--- src/rtl/mgmt_pkg.sv ---
package mgmt_pkg;
  localparam int FRAME_BITS = 64;
  localparam int ADDR_W     = 5;
  localparam int DATA_W     = 16;
  localparam int HDR_BITS   = 46;   // preamble + start + op + phy + reg
  localparam int TA_SECOND  = 47;   // bit period before the data field
  localparam int DATA_FIRST = 48;

  localparam int F_REG_LO = 16;
  localparam int F_PHY_LO = 21;
  localparam int F_OP     = 26;
  localparam int F_VALID  = 27;
  localparam int F_BUSY   = 28;

  typedef struct packed {
    logic              is_read;
    logic [ADDR_W-1:0] phy;
    logic [ADDR_W-1:0] regad;
    logic [DATA_W-1:0] data;
  } mgmt_cmd_t;

  function automatic mgmt_cmd_t decode_cmd(input logic [31:0] w);
    mgmt_cmd_t c;
    c.is_read = w[F_OP];
    c.phy     = w[F_PHY_LO +: ADDR_W];
    c.regad   = w[F_REG_LO +: ADDR_W];
    c.data    = w[DATA_W-1:0];
    return c;
  endfunction

  // Bit FRAME_BITS-1 goes on the wire first.
  function automatic logic [FRAME_BITS-1:0] build_frame(input mgmt_cmd_t c);
    logic [1:0] op;
    logic [1:0] ta;
    logic [DATA_W-1:0] tail;
    op   = c.is_read ? 2'b10 : 2'b01;
    ta   = c.is_read ? 2'b11 : 2'b10;
    tail = c.is_read ? {DATA_W{1'b1}} : c.data;
    return {{32{1'b1}}, 2'b01, op, c.phy, c.regad, ta, tail};
  endfunction

  function automatic logic [31:0] pack_status(input logic busy, input logic valid,
                                              input mgmt_cmd_t c,
                                              input logic [DATA_W-1:0] data);
    logic [31:0] s;
    s = '0;
    s[DATA_W-1:0]            = data;
    s[F_REG_LO +: ADDR_W]    = c.regad;
    s[F_PHY_LO +: ADDR_W]    = c.phy;
    s[F_OP]                  = c.is_read;
    s[F_VALID]               = valid;
    s[F_BUSY]                = busy;
    return s;
  endfunction
endpackage

--- src/rtl/mgmt_mdc_gen.sv ---
module mgmt_mdc_gen #(
  parameter int DIV_HALF = 4
) (
  input  logic clk,
  input  logic rst_n,
  input  logic run,
  output logic mdc,
  output logic rise_evt,
  output logic fall_evt
);
  localparam int CW = (DIV_HALF > 1) ? $clog2(DIV_HALF) : 1;
  localparam logic [CW-1:0] LAST = CW'(DIV_HALF - 1);

  logic [CW-1:0] cnt;
  logic          tick;

  assign tick     = run && (cnt == LAST);
  assign rise_evt = tick && !mdc;
  assign fall_evt = tick && mdc;

  always_ff @(posedge clk or negedge rst_n) begin
    if (!rst_n) begin
      cnt <= '0;
      mdc <= 1'b0;
    end else if (!run) begin
      cnt <= '0;
      mdc <= 1'b0;
    end else if (tick) begin
      cnt <= '0;
      mdc <= ~mdc;
    end else begin
      cnt <= cnt + 1'b1;
    end
  end
endmodule

--- src/rtl/mgmt_frame_engine.sv ---
module mgmt_frame_engine
  import mgmt_pkg::*;
(
  input  logic                  clk,
  input  logic                  rst_n,
  input  logic                  start,
  input  logic [FRAME_BITS-1:0] start_frame,
  input  logic                  start_read,
  input  logic                  rise_evt,
  input  logic                  fall_evt,
  input  logic                  mdio_in,
  output logic                  busy,
  output logic                  done,
  output logic                  mdio_o,
  output logic                  mdio_oe,
  output logic [DATA_W-1:0]     rd_data
);
  localparam int IW = $clog2(FRAME_BITS);
  localparam logic [IW-1:0] LAST_BIT = IW'(FRAME_BITS - 1);
  localparam logic [IW-1:0] REL_BIT  = IW'(HDR_BITS);
  localparam logic [IW-1:0] SMP_BIT  = IW'(DATA_FIRST);

  logic [FRAME_BITS-1:0] shreg;
  logic [IW-1:0]         idx;
  logic                  is_rd;
  logic [DATA_W-1:0]     rd_sh;
  logic                  sample_now;

  assign done       = busy && fall_evt && (idx == LAST_BIT);
  assign sample_now = busy && rise_evt && is_rd && (idx >= SMP_BIT);

  always_ff @(posedge clk or negedge rst_n) begin
    if (!rst_n) begin
      shreg <= '0;
      idx   <= '0;
      is_rd <= 1'b0;
      busy  <= 1'b0;
    end else if (start && !busy) begin
      shreg <= start_frame;
      idx   <= '0;
      is_rd <= start_read;
      busy  <= 1'b1;
    end else if (busy && fall_evt) begin
      shreg <= {shreg[FRAME_BITS-2:0], 1'b1};
      if (idx == LAST_BIT) busy <= 1'b0;
      else                 idx  <= idx + 1'b1;
    end
  end

  always_ff @(posedge clk or negedge rst_n) begin
    if (!rst_n)          rd_sh <= '0;
    else if (sample_now) rd_sh <= {rd_sh[DATA_W-2:0], mdio_in};
  end

  assign mdio_o  = busy ? shreg[FRAME_BITS-1] : 1'b1;
  assign mdio_oe = busy && !(is_rd && (idx >= REL_BIT));
  assign rd_data = rd_sh;
endmodule

--- src/rtl/mgmt_phyad_bank.sv ---
module mgmt_phyad_bank
  import mgmt_pkg::*;
#(
  parameter int NPORTS = 2
) (
  input  logic        clk,
  input  logic        rst_n,
  input  logic        wr,
  input  logic [31:0] wdata,
  output logic [31:0] rdata
);
  localparam int USED = NPORTS * ADDR_W;

  logic [NPORTS-1:0][ADDR_W-1:0] field_q;

  for (genvar p = 0; p < NPORTS; p++) begin : g_port
    always_ff @(posedge clk or negedge rst_n) begin
      if (!rst_n)  field_q[p] <= '0;
      else if (wr) field_q[p] <= wdata[p*ADDR_W +: ADDR_W];
    end
  end

  if (USED < 32) begin : g_pad
    assign rdata = {{(32-USED){1'b0}}, field_q};
  end else begin : g_full
    assign rdata = field_q;
  end
endmodule

--- src/rtl/mgmt_bus_master.sv ---
module mgmt_bus_master
  import mgmt_pkg::*;
#(
  parameter int DIV_HALF = 4,
  parameter int NPORTS   = 2
) (
  input  logic        clk,
  input  logic        rst_n,
  input  logic        cmd_wr,
  input  logic [31:0] cmd_wdata,
  output logic [31:0] status_rdata,
  input  logic        phyad_wr,
  input  logic [31:0] phyad_wdata,
  output logic [31:0] phyad_rdata,
  output logic        mdc,
  output logic        mdio_o,
  output logic        mdio_oe,
  input  logic        mdio_i
);
  initial begin
    if (DIV_HALF < 3) $error("DIV_HALF must be at least 3");
    if (NPORTS * ADDR_W > 32) $error("NPORTS too large");
  end

  logic      busy_w, done_w, accept_w, rise_w, fall_w;
  logic      valid_q, sync1, sync2;
  mgmt_cmd_t cur_q, new_cmd;
  logic [DATA_W-1:0] data_q, rd_w;

  assign new_cmd  = decode_cmd(cmd_wdata);
  assign accept_w = cmd_wr && !busy_w;

  always_ff @(posedge clk or negedge rst_n) begin
    if (!rst_n) begin
      sync1 <= 1'b1;
      sync2 <= 1'b1;
    end else begin
      sync1 <= mdio_i;
      sync2 <= sync1;
    end
  end

  mgmt_mdc_gen #(.DIV_HALF(DIV_HALF)) u_mdc (
    .clk(clk), .rst_n(rst_n), .run(busy_w),
    .mdc(mdc), .rise_evt(rise_w), .fall_evt(fall_w)
  );

  mgmt_frame_engine u_eng (
    .clk(clk), .rst_n(rst_n), .start(accept_w),
    .start_frame(build_frame(new_cmd)), .start_read(new_cmd.is_read),
    .rise_evt(rise_w), .fall_evt(fall_w), .mdio_in(sync2),
    .busy(busy_w), .done(done_w), .mdio_o(mdio_o), .mdio_oe(mdio_oe),
    .rd_data(rd_w)
  );

  mgmt_phyad_bank #(.NPORTS(NPORTS)) u_phyad (
    .clk(clk), .rst_n(rst_n), .wr(phyad_wr), .wdata(phyad_wdata),
    .rdata(phyad_rdata)
  );

  always_ff @(posedge clk or negedge rst_n) begin
    if (!rst_n) begin
      cur_q   <= '0;
      data_q  <= '0;
      valid_q <= 1'b0;
    end else if (accept_w) begin
      cur_q   <= new_cmd;
      data_q  <= new_cmd.is_read ? '0 : new_cmd.data;
      valid_q <= 1'b0;
    end else if (done_w && cur_q.is_read) begin
      data_q  <= rd_w;
      valid_q <= 1'b1;
    end
  end

  assign status_rdata = pack_status(busy_w, valid_q, cur_q, data_q);
endmodule

--- config.mk ---
export PLATFORM = sky130hd
export DESIGN_NAME = mgmt_bus_master
export DESIGN_NICKNAME = d
export VERILOG_FILES = /design/src/rtl/mgmt_pkg.sv /design/src/rtl/mgmt_mdc_gen.sv /design/src/rtl/mgmt_frame_engine.sv /design/src/rtl/mgmt_phyad_bank.sv /design/src/rtl/mgmt_bus_master.sv
export SDC_FILE = /design/constraint.sdc
export NUM_CORES = 1
export LEC_CHECK = 0
export ABC_CLOCK_PERIOD_IN_PS = 1600
export CORE_MARGIN = 2
export CORE_UTILIZATION = 40
export CTS_BUF_LIST = sky130_fd_sc_hd__clkbuf_8
export DETAILED_ROUTE_END_ITERATION = 6
export GPL_TIMING_DRIVEN = 0
export PLACE_DENSITY = 0.69
export SLEW_MARGIN = 0
export SYNTH_ARGS = -nofsm -noshare
export SYNTH_HDL_FRONTEND = slang
export SYNTH_SLANG_ARGS = --single-unit
--- constraint.sdc ---
create_clock -name clk -period 1.6 [get_ports clk]
set_input_delay 0.32 -clock clk [delete_from_list [all_inputs] [get_ports clk]]
set_output_delay 0.32 -clock clk [all_outputs]
set_load 0.01 [all_outputs]
; Word-level counts from Yosys, hierarchy flattened
; Index checks and enable logic that the tools add are counted.
[classes]
bitwise_logic = 1
eq_ne = 4
n_addsub = 2
muxes = 21
reduce_logical = 21
magnitude_cmp = 2
[ops]
columns = cell, count
row1 = $mux 64, 2
row2 = $mux 16, 4
row3 = $mux 6, 3
row4 = $logic_and 1x1->1, 13
row5 = $ge 6x6->1 const B, 2
row6 = $mux 1, 9
row7 = $add 6x1->6 const B, 1
row8 = $eq 6x6->1 const B, 1
row9 = $mux 2, 3
row10 = $reduce_bool 2->1, 3
row11 = $reduce_and 2->1, 2
row12 = $logic_not 1->1, 3
row13 = $add 2x1->2 const B, 1
row14 = $eq 2x2->1 const B, 1
row15 = $ne 2x1->1 const B, 1
row16 = $ne 2x2->1 const B, 1
row17 = $not 1->1, 1
[word_totals]
register_bits = 131
out_inout_bits = 67

; Depth between registers and ports, before layout
; Gate-level depths: netlist of run 1.
[depth]
word_depth = 8
depth_mapped = 7

; Cells and area by module
; From an unflattened synthesis of run 1, not the netlist that was laid out.
[hier_totals]
hier_cells = 584
hier_area_um2 = 6336.1
[modules_own_cells]
columns = module, cells_each, instances, seq_area_each_um2, area_each_um2
row1 = mgmt_frame_engine, 360, 1, 2202.1, 4050.1
row2 = mgmt_bus_master, 169, 1, 753.2, 1570.3
row3 = mgmt_phyad_bank, 44, 1, 250.2, 580.6
row4 = mgmt_mdc_gen, 11, 1, 75.1, 135.1

; Least setup slack after synthesis of run 1
; Ideal clock, no wire load.
[synth_timing]
path_type = reg2reg
from = register u_mdc.cnt[0]
to = register data_q[10]
path_slack_ps = -181
path_stages_with_launch = 8
n_path_buf = 3
t_arrival_ps = 1655
required_ps = 1474
path_cell_list = dfrtp_1 > ha_1 > and3_1 > buf_6 > and4_1 > buf_6 > buf_6 > a221o_1
[synth_via]
elab_chain_cells = 7
[synth_lines]
columns = element, line
row1 = "start, declared", mgmt_mdc_gen.sv:14  ; logic [CW-1:0] cnt;
row2 = "start signal, assigned", mgmt_mdc_gen.sv:32  ; cnt <= cnt + 1'b1;
row3 = $eq 2x2->1, mgmt_mdc_gen.sv:17  ; assign tick = run && (cnt == LAST);
row4 = $logic_and 1x1->1, mgmt_mdc_gen.sv:17
row5 = $logic_and 1x1->1, mgmt_mdc_gen.sv:19  ; assign fall_evt = tick && mdc;
row6 = $logic_and 1x1->1 (2 in a row), mgmt_frame_engine.sv:29  ; assign done = busy && fall_evt && (idx == LAST_BIT);
row7 = $logic_and 1x1->1, mgmt_bus_master.sv:70  ; end else if (done_w && cur_q.is_read) begin
row8 = $reduce_bool 2->1 (no line), n/a
row9 = "end signal, assigned", mgmt_bus_master.sv:68  ; data_q <= new_cmd.is_read ? '0 : new_cmd.data;
row10 = "end signal, assigned", mgmt_bus_master.sv:71  ; data_q <= rd_w;
row11 = "end, declared", mgmt_bus_master.sv:28  ; logic [DATA_W-1:0] data_q, rd_w;
; No other way between the ends.
; A chain may end at the register's enable or synchronous reset.

; Worst setup path after layout of run 1
[layout_timing]
from = register u_eng.busy
to = register u_eng.rd_sh[7] (netlist: u_eng.rd_data[7])
[layout_via]
elab_chain_cells = 5
[layout_lines]
columns = element, line
row1 = "start, declared", mgmt_frame_engine.sv:12  ; output logic busy,
row2 = "start signal, assigned", mgmt_frame_engine.sv:37  ; busy <= 1'b0;
row3 = "start signal, assigned", mgmt_frame_engine.sv:42  ; busy <= 1'b1;
row4 = "start signal, assigned", mgmt_frame_engine.sv:45  ; if (idx == LAST_BIT) busy <= 1'b0;
row5 = $logic_and 1x1->1, mgmt_mdc_gen.sv:17
row6 = $logic_and 1x1->1, mgmt_mdc_gen.sv:18  ; assign rise_evt = tick && !mdc;
row7 = $logic_and 1x1->1 (*) (3 in a row), mgmt_frame_engine.sv:30  ; assign sample_now = busy && rise_evt && is_rd && (idx >= SMP_BIT);
row8 = "end signal, assigned", mgmt_frame_engine.sv:52  ; else if (sample_now) rd_sh <= {rd_sh[DATA_W-2:0], mdio_in};
row9 = "end, declared", mgmt_frame_engine.sv:26  ; logic [DATA_W-1:0] rd_sh;
; Every way passes the cells marked *; elsewhere a longest branch is shown, timed or not.

==> out/summary.txt, run 1 <==
========================================================================================
GRT Overall Usage .........................................................        18.4%
Most frequent cell on the critical path ...................................        buf_6
Synthesized instance count ................................................          531
Number of standard-cell rows in the floorplan .............................           43
Vias after detailed routing ...............................................        4,412
HPWL after detailed placement .............................................      8.40 mm
Worst endpoint data arrival time ..........................................      2.00 ns
Area of combinational cells with multiple inputs ..........................     2150 µm²
Fraction of the mapped netlist area in simple logic gates .................        18.7%
Number of hold-slack violations in the final timing report ................            0
Worst Skew ................................................................    0.0123 ns
Chip Width ................................................................       122 µm
Fraction of layout instances using a drive strength above 1 ...............        23.7%
Antenna violation net count after detailed routing ........................            0
TritonCTS clock tree ......................................................        built
Die Y-Extent ..............................................................       122 µm
Routed length per instance ................................................      14.6 µm
Layout-stage area growth over the synthesis result ........................        36.2%
Unrepaired setup endpoints after global routing ...........................          yes
Pre-CTS worst setup slack .................................................    -0.751 ns
H-tree lvl count ..........................................................            4
Clock network fraction of design power ....................................        28.9%
Sequential area share after synthesis .....................................        58.4%
Number of nets in the finished design .....................................          757
Path class of the lowest-slack min-delay path .............................    in -> reg
Slew @ Worst Pin ..........................................................     0.538 ns
YS warnings ...............................................................            0
Relative slew margins .....................................................        64.1%
Antenna Diode Count .......................................................            0
Initial core utilization ..................................................        40.8%
Setup crit start kind .....................................................         flop
Biggest cell delay along the critical path ................................      0.40 ns
Sum of overflow across all layers after global routing ....................            0
Routed WL .................................................................      12.9 mm
Weighted congestion at the end of routability-driven global placement .....        0.840
Final Cycle Share .........................................................         105%
Floorplan die area ........................................................   15,000 µm²
XOR/XNOR Fraction of Synth Area ...........................................       0.156%
Critical Path Slowest Stage Cell ..........................................      dfrtp_1
Areal power density over the cells ........................................  1400 nW/µm²
Distinct cells, synth .....................................................           37
Fmax ......................................................................      596 MHz
Period minus WS final .....................................................      1.68 ns
Synthesized area divided by synthesized cell count ........................     10.6 µm²
Violated checks ........................................................... setup timing
Number of slew-limit violations in the final report .......................            0
Hold WS ...................................................................     0.288 ns
Via count of the first global-routing pass ................................        4,385
Switch share ..............................................................        29.8%
Worst path cell trace ..................................................... buf_6, nand4_1, nor3b_4, buf_6, buf_8, mux2_4
Combined area of all synthesized cells ....................................     5620 µm²
Highest-count cells in the layout ignoring fill and taps .................. nand2_1, dfrtp_1, buf_4
Number of search-and-repair iterations in the first detailed-routing pass .            5
Global-route wire length before repair ....................................      21.3 mm
Ratio of routed vias to standard cells ....................................         5.02
Worst path top cell family by delay ....................................... buffers and inverters
Switching component of the power ..........................................      3.18 mW
Int Pwr ...................................................................      7.50 mW
Count of boundary I/O pins ................................................          136
Max_cap viols .............................................................            0
Total CTS buffers .........................................................           17
First-iteration detailed-routing DRC count ................................          294
Register cell area after layout ...........................................     3290 µm²
Multiplexer share of the synthesized area .................................        7.71%
Required time at the endpoint of the critical path ........................      1.93 ns
Leakage Power .............................................................      3.72 nW
# DRC .....................................................................            0
Maximum fanout along the worst path .......................................           10
Clock Tree Buf Depth ......................................................            2
Maximum number of pins on one net before global-route repair ..............          106
Main combinational cell family by area after synthesis .................... simple AND/OR/NAND/NOR gates
Area inside the core boundary .............................................   13,800 µm²
Worst setup margin ........................................................   -0.0791 ns
Flops & latches, synth ....................................................          131
Category of the worst setup path capture point ............................         flop
Count of port buffers added during placement ..............................           81
Number of fill cells in the layout ........................................        1,169
Buffers and inverters on the worst path ...................................            3
CTS Root Buffer Type ......................................................     clkbuf_8
Number of antenna violations at the first check in global routing .........            0
Fraction of power consumed by sequential logic ............................        45.9%
Adder and majority gate portion of the synthesized area ...................       0.446%
Number of failing setup endpoints in the final timing report ..............           31
Critical path start-end classification ....................................   reg -> reg
Fraction of the mapped netlist area in compound gates .....................        7.53%
Most common cell after layout, fill and taps aside ........................      nand2_1
Maximum VDD drop ..........................................................     0.618 mV
CTS sink cnt ..............................................................          131
Combinational Power Share .................................................        25.2%
Run status ................................................................ finished with violations
Clock latency reported for the late side of the worst-skew pair ...........      0.44 ns
Clock transition at the registers of the reported paths ...................      0.07 ns
========================================================================================
-- cell usage after synthesis --
cell type / instances / area (µm²)
and3b_1: 1 / 8.76
a31oi_1: 18 / 113
buf_2: 5 / 25.0
a21o_1: 3 / 22.5
a41oi_1: 1 / 8.76
clkbuf_1: 23 / 86.3
and3_1: 3 / 18.8
clkbuf_2: 1 / 5.00
nand2_1: 143 / 537
mux2_2: 26 / 293
dfrtp_1: 129 / 3230
nor3b_1: 2 / 15.0
and2b_1: 1 / 7.51
nor2_1: 1 / 3.75
xor2_1: 1 / 8.76
a211oi_1: 2 / 15.0
and2_1: 19 / 119
nand2b_1: 2 / 12.5
nand3_1: 38 / 190
nor3b_2: 1 / 12.5
a41oi_2: 1 / 16.3
and4_1: 2 / 17.5
ha_1: 2 / 25.0
buf_6: 4 / 45.0
a21boi_0: 1 / 7.51
nor3_1: 18 / 90.1
mux2i_1: 14 / 140
nand4_1: 3 / 18.8
o21ai_0: 11 / 55.1
o21a_1: 2 / 15.0
buf_1: 1 / 3.75
a221o_1: 16 / 160
a21oi_1: 2 / 10.0
buf_4: 29 / 218
inv_1: 2 / 7.51
conb_1: 1 / 3.75
dfstp_2: 2 / 52.6
-- through the flow --
step | setup TNS (ns) | cell area, µm² | total power, mW | util, % | cells
CTS | -1.07 | 7570 | 10.7 | 55.0 | 877
global route | -3.69 | 7650 | 11.3 | 55.5 | 879
floorplan | -0.856 | 5790 | 6.47 | - | 555
global placement | -649.39 | 6820 | 7.38 | 49.5 | 816
detailed placement | -39.52 | 6850 | 7.53 | 49.7 | 817
finish | -1.74 | 7650 | 10.7 | 55.5 | 879
-- power by group through the flow --
stage	registers, mW	clock network [mW]	logic [mW]
after floorplan	4.95	0	1.53
after global placement	4.97	0	2.41
after detailed placement	5.00	0	2.53
after CTS	4.90	3.12	2.65
after global routing	5.03	3.26	3.03
final	4.91	3.08	2.69
-- cell families (layout without fill, tap and decap cells) --
logic type               count (synthesis)  count (layout)
AO/OA/AOI/OAI                           57              57
XOR/XNOR                                 1               1
adder cells (fa/ha/maj)                  2               2
buffers and inverters                   65             209
flip-flops                             131             131
multiplexers                            40              40
other                                    1              25
AND/OR/NAND/NOR                        234             234
-- worst paths after layout --
path	startpoint	end	slack (ns)	cells after the start
worst max-delay path	u_eng.busy	u_eng.rd_data[7]	-0.08	6
min in group asynchronous	rst_n	data_q[4]	0.31	2
worst min-delay path	mdio_i	sync1	0.29	1
max in group asynchronous	rst_n	u_eng.idx[0]	0.52	3
worst max register to register	u_eng.busy	u_eng.rd_data[7]	-0.08	6
worst min register to register	sync1	sync2	0.36	0
-- per-layer routing --
metal | routed length (µm) | global-route usage (%) | vias to the layer above
li1 | - | - | 2081
met1 | 5760 | 23.8 | 2174
met2 | 6230 | 29.3 | 142
met3 | 717 | 5.58 | 15
met4 | 146 | 6.82 | 0
met5 | 0 | 0 | -
-- what timing repair did --
action	4_1_cts	5_1_grt
buffers inserted	27	2
endpoints found under the setup margin	149	106
hold buffers	1	0
hold endpoints to repair	26	0
pin swaps	15	6
gates resized for setup	91	41
cloned	3	0
-- registers in the layout, indices dropped and copies added, names as in the netlist, 2 cells and up --
signal,cells
status_rdata,11
u_eng.rd_data,16
u_phyad.rdata,10
u_eng.shreg,64
u_eng.idx,6
u_mdc.cnt,2
data_q,16
-- final cells by class --
cell class | count | area share [%]
Sequential cell | 131 | 43.0
Multi-Input combinational cell | 359 | 28.2
Timing Repair Buffer | 115 | 14.5
Buffer | 60 | 5.64
Clock buffer | 20 | 3.60
Tap cell | 180 | 2.94
Clock inverter | 12 | 2.13
Inverter | 2 | 0.0982
No activity file was read; power rests on OpenSTA's default activity.
==> run 2, diff against run 1 <==
--- a/config.mk
+++ b/config.mk
@@ -10,7 +10,6 @@
 export CORE_UTILIZATION = 40
 export CTS_BUF_LIST = sky130_fd_sc_hd__clkbuf_8
 export DETAILED_ROUTE_END_ITERATION = 6
-export GPL_TIMING_DRIVEN = 0
 export PLACE_DENSITY = 0.69
 export SLEW_MARGIN = 0
 export SYNTH_ARGS = -nofsm -noshare
==> run 2 against run 1 <==
Compared with the run above:
- the flow still finishes with violations (setup timing)
- clock power about the same
- via count is 5.7% lower
- worst hold slack better by 0.0012 ns
- global-route usage is 1.2 points lower
- largest cell class unchanged
- highest routed layer unchanged
==> out/summary.txt, run 2 (same netlist as run 1, synthesis figures left out) <==
========================================================================================
Run status ................................................................ finished with violations
Violated checks ........................................................... setup timing
Chip Width ................................................................       122 µm   unchanged
Count of boundary I/O pins ................................................          136   unchanged
Via count of the first global-routing pass ................................        4,242   -3.3%
First-iteration detailed-routing DRC count ................................          319   +8.5%
Antenna violation net count after detailed routing ........................            0   unchanged
Vias after detailed routing ...............................................        4,161   -5.7%
Area of all placed cells without fillers ..................................     7460 µm²   -2.5%
Highest-count cells in the layout ignoring fill and taps .................. nand2_1, dfrtp_1, clkdlybuf4s50_1
Ratio of routed vias to standard cells ....................................         4.99   -0.60%
Layout-stage area growth over the synthesis result ........................        32.9%
Maximum fanout along the worst path .......................................            8   -2
Number of hold-slack violations in the final timing report ................            0   unchanged
Met1 usage in global routing ..............................................        21.7%   -2.1 points
Most common cell after layout, fill and taps aside ........................      nand2_1
Period minus WS final .....................................................      1.65 ns   -0.0298 ns
Setup crit start kind .....................................................         flop
Antenna Diode Count .......................................................            0   unchanged
Total placed cells including tap cells ....................................          789   -3.4%
Die Y-Extent ..............................................................       122 µm   unchanged
TritonCTS clock tree ......................................................        built
Maximum number of pins on one net before global-route repair ..............           54   -49%
Worst endpoint data arrival time ..........................................      1.96 ns   -0.04 ns
Weighted congestion at the end of routability-driven global placement .....        0.768   -8.6%
Initial core utilization ..................................................        40.8%   unchanged
Clock Tree Buf Depth ......................................................            2   unchanged
Number of failing setup endpoints in the final timing report ..............           25   -19%
Number of flip-flops in the largest register ..............................           64   unchanged
R2R Path Start ............................................................   u_eng.busy
Fraction of layout instances using a drive strength above 1 ...............        19.3%   -4.5 points
Slack of the worst reg-to-reg path ........................................     -0.05 ns   +0.03 ns
Max_cap viols .............................................................            0   unchanged
CTS Root Buffer Type ......................................................     clkbuf_8
Area after DPL ............................................................     6820 µm²   -0.49%
GRT Max-Usage Layer .......................................................         met2
Hold WS ...................................................................     0.289 ns   +0.00124 ns
Met3 layer usage reported by global route .................................        4.28%   -1.3 points
Critical Path Slowest Stage Cell ..........................................      dfrtp_2
Global-route wire length before repair ....................................      20.3 mm   -4.8%
Number of standard-cell rows in the floorplan .............................           43   unchanged
Worst setup margin ........................................................   -0.0493 ns   +0.0298 ns
Areal power density over the cells ........................................  1420 nW/µm²   +1.7%
Required time at the endpoint of the critical path ........................      1.91 ns   -0.02 ns
Number of slew-limit violations in the final report .......................            0   unchanged
Routed length per instance ................................................      14.8 µm   +1.2%
Floorplan die area ........................................................   15,000 µm²   unchanged
Category of the worst setup path capture point ............................         flop
Total negative setup slack ................................................    -0.637 ns   +1.11 ns
H-tree lvl count ..........................................................            4   unchanged
Worst path cell trace ..................................................... buf_6, buf_6, nand4_1, nor3b_4, buf_6, clkbuf_16, mux2_4
Clock latency reported for the late side of the worst-skew pair ...........      0.43 ns   about the same
Met2 Track Usage GR .......................................................        28.1%   -1.2 points
Number of antenna violations at the first check in global routing .........            0   unchanged
Worst Skew ................................................................    0.0141 ns   +0.00175 ns
Number of nets in the finished design .....................................          712   -5.9%
Critical hold path startpoint .............................................       mdio_i
Most frequent cell on the critical path ...................................        buf_6
Sum of overflow across all layers after global routing ....................            0   unchanged
Biggest cell delay along the critical path ................................      0.37 ns   -0.03 ns
Final Cycle Share .........................................................         103%   -1.9 points
Startpoint of the most critical setup path ................................   u_eng.busy
# DRC .....................................................................            0   unchanged
Register ranked first by flip-flop count ..................................  u_eng.shreg
Area inside the core boundary .............................................   13,800 µm²   unchanged
Routed WL .................................................................      12.3 mm   -4.0%
GRT Overall Usage .........................................................        17.2%   -1.2 points
Path class of the lowest-slack min-delay path .............................    in -> reg
CTS sink cnt ..............................................................          131   unchanged
Critical path start-end classification ....................................   reg -> reg
Fmax ......................................................................      606 MHz   +1.8%
Post-route insts no fill ..................................................          834   -5.1%
Clock transition at the registers of the reported paths ...................      0.08 ns   about the same
Number of search-and-repair iterations in the first detailed-routing pass .            5   unchanged
HPWL after detailed placement .............................................      7.97 mm   -5.1%
Leakage Power .............................................................      3.55 nW   -4.6%
Maximum VDD drop ..........................................................     0.640 mV   +3.5%
Count of port buffers added during placement ..............................           83   +2.5%
Unrepaired setup endpoints after global routing ...........................          yes
Total CTS buffers .........................................................           17   unchanged
========================================================================================
[run 2: path summary, 6_finish.rpt]
path | to | depth (start not counted)
worst max-delay path | u_eng.rd_data[13] | 7
worst max register to register | u_eng.rd_data[13] | 7
max in group asynchronous | u_eng.shreg[41] | 3
worst min register to register | sync2 | 0
min in group asynchronous | u_eng.rd_data[1] | 2
worst min-delay path | sync1 | 1
[run 2: layout make-up]
cell class | instances | area, µm²
multi-input combinational | 359 | 2180
sequential | 131 | 3280
clock inverter | 13 | 184
clock buffer | 19 | 262
tap | 180 | 225
timing repair buffer | 130 | 1320
fill | 1201 | 6310
inverter | 2 | 7.51
[run 2: worst max-delay path: cells and delay by family (launching register included)]
family	cells	cell delay (ns)
mux	1	0.29
flops	1	0.37
buf+inv	4	0.51
simple gates	2	0.34
[run 2: stage by stage]
| stage | power, mW | worst slack, ns | utilization, % |
|---|---|---|---|
| 2_1_floorplan | 6.47 | -0.0811 | - |
| 3_3_place_gp | 7.47 | -0.299 | 49.5 |
| 3_5_place_dp | 7.65 | -0.346 | 49.5 |
| 4_1_cts | 10.7 | -0.0789 | 53.1 |
| 5_1_grt | 11.3 | -0.107 | 54.2 |
| 6_report | 10.6 | -0.0493 | 54.2 |
[run 2: where the power goes]
part           switching, mW  internal, mW
clock network           1.30          1.79
registers              0.574          4.34
logic                   1.30          1.30
total                   3.17          7.43
[run 2: repair_timing]
item,4_1_cts,5_1_grt
gates cloned,1,2
endpoints found under the setup margin,59,56
hold buffers,1,0
buffers inserted,6,4
pin swaps,4,3
gates resized for setup,63,24
endpoints found under the hold margin,18,0
[run 2: layer usage]
metal  vias up  share of wire (%)  wire [µm]
met4         0                1.3        162
met1      2069                 44       5480
met3        11                4.6        572
li1       1977                  -          -
met5         -                  0          0
met2       104                 50       6130
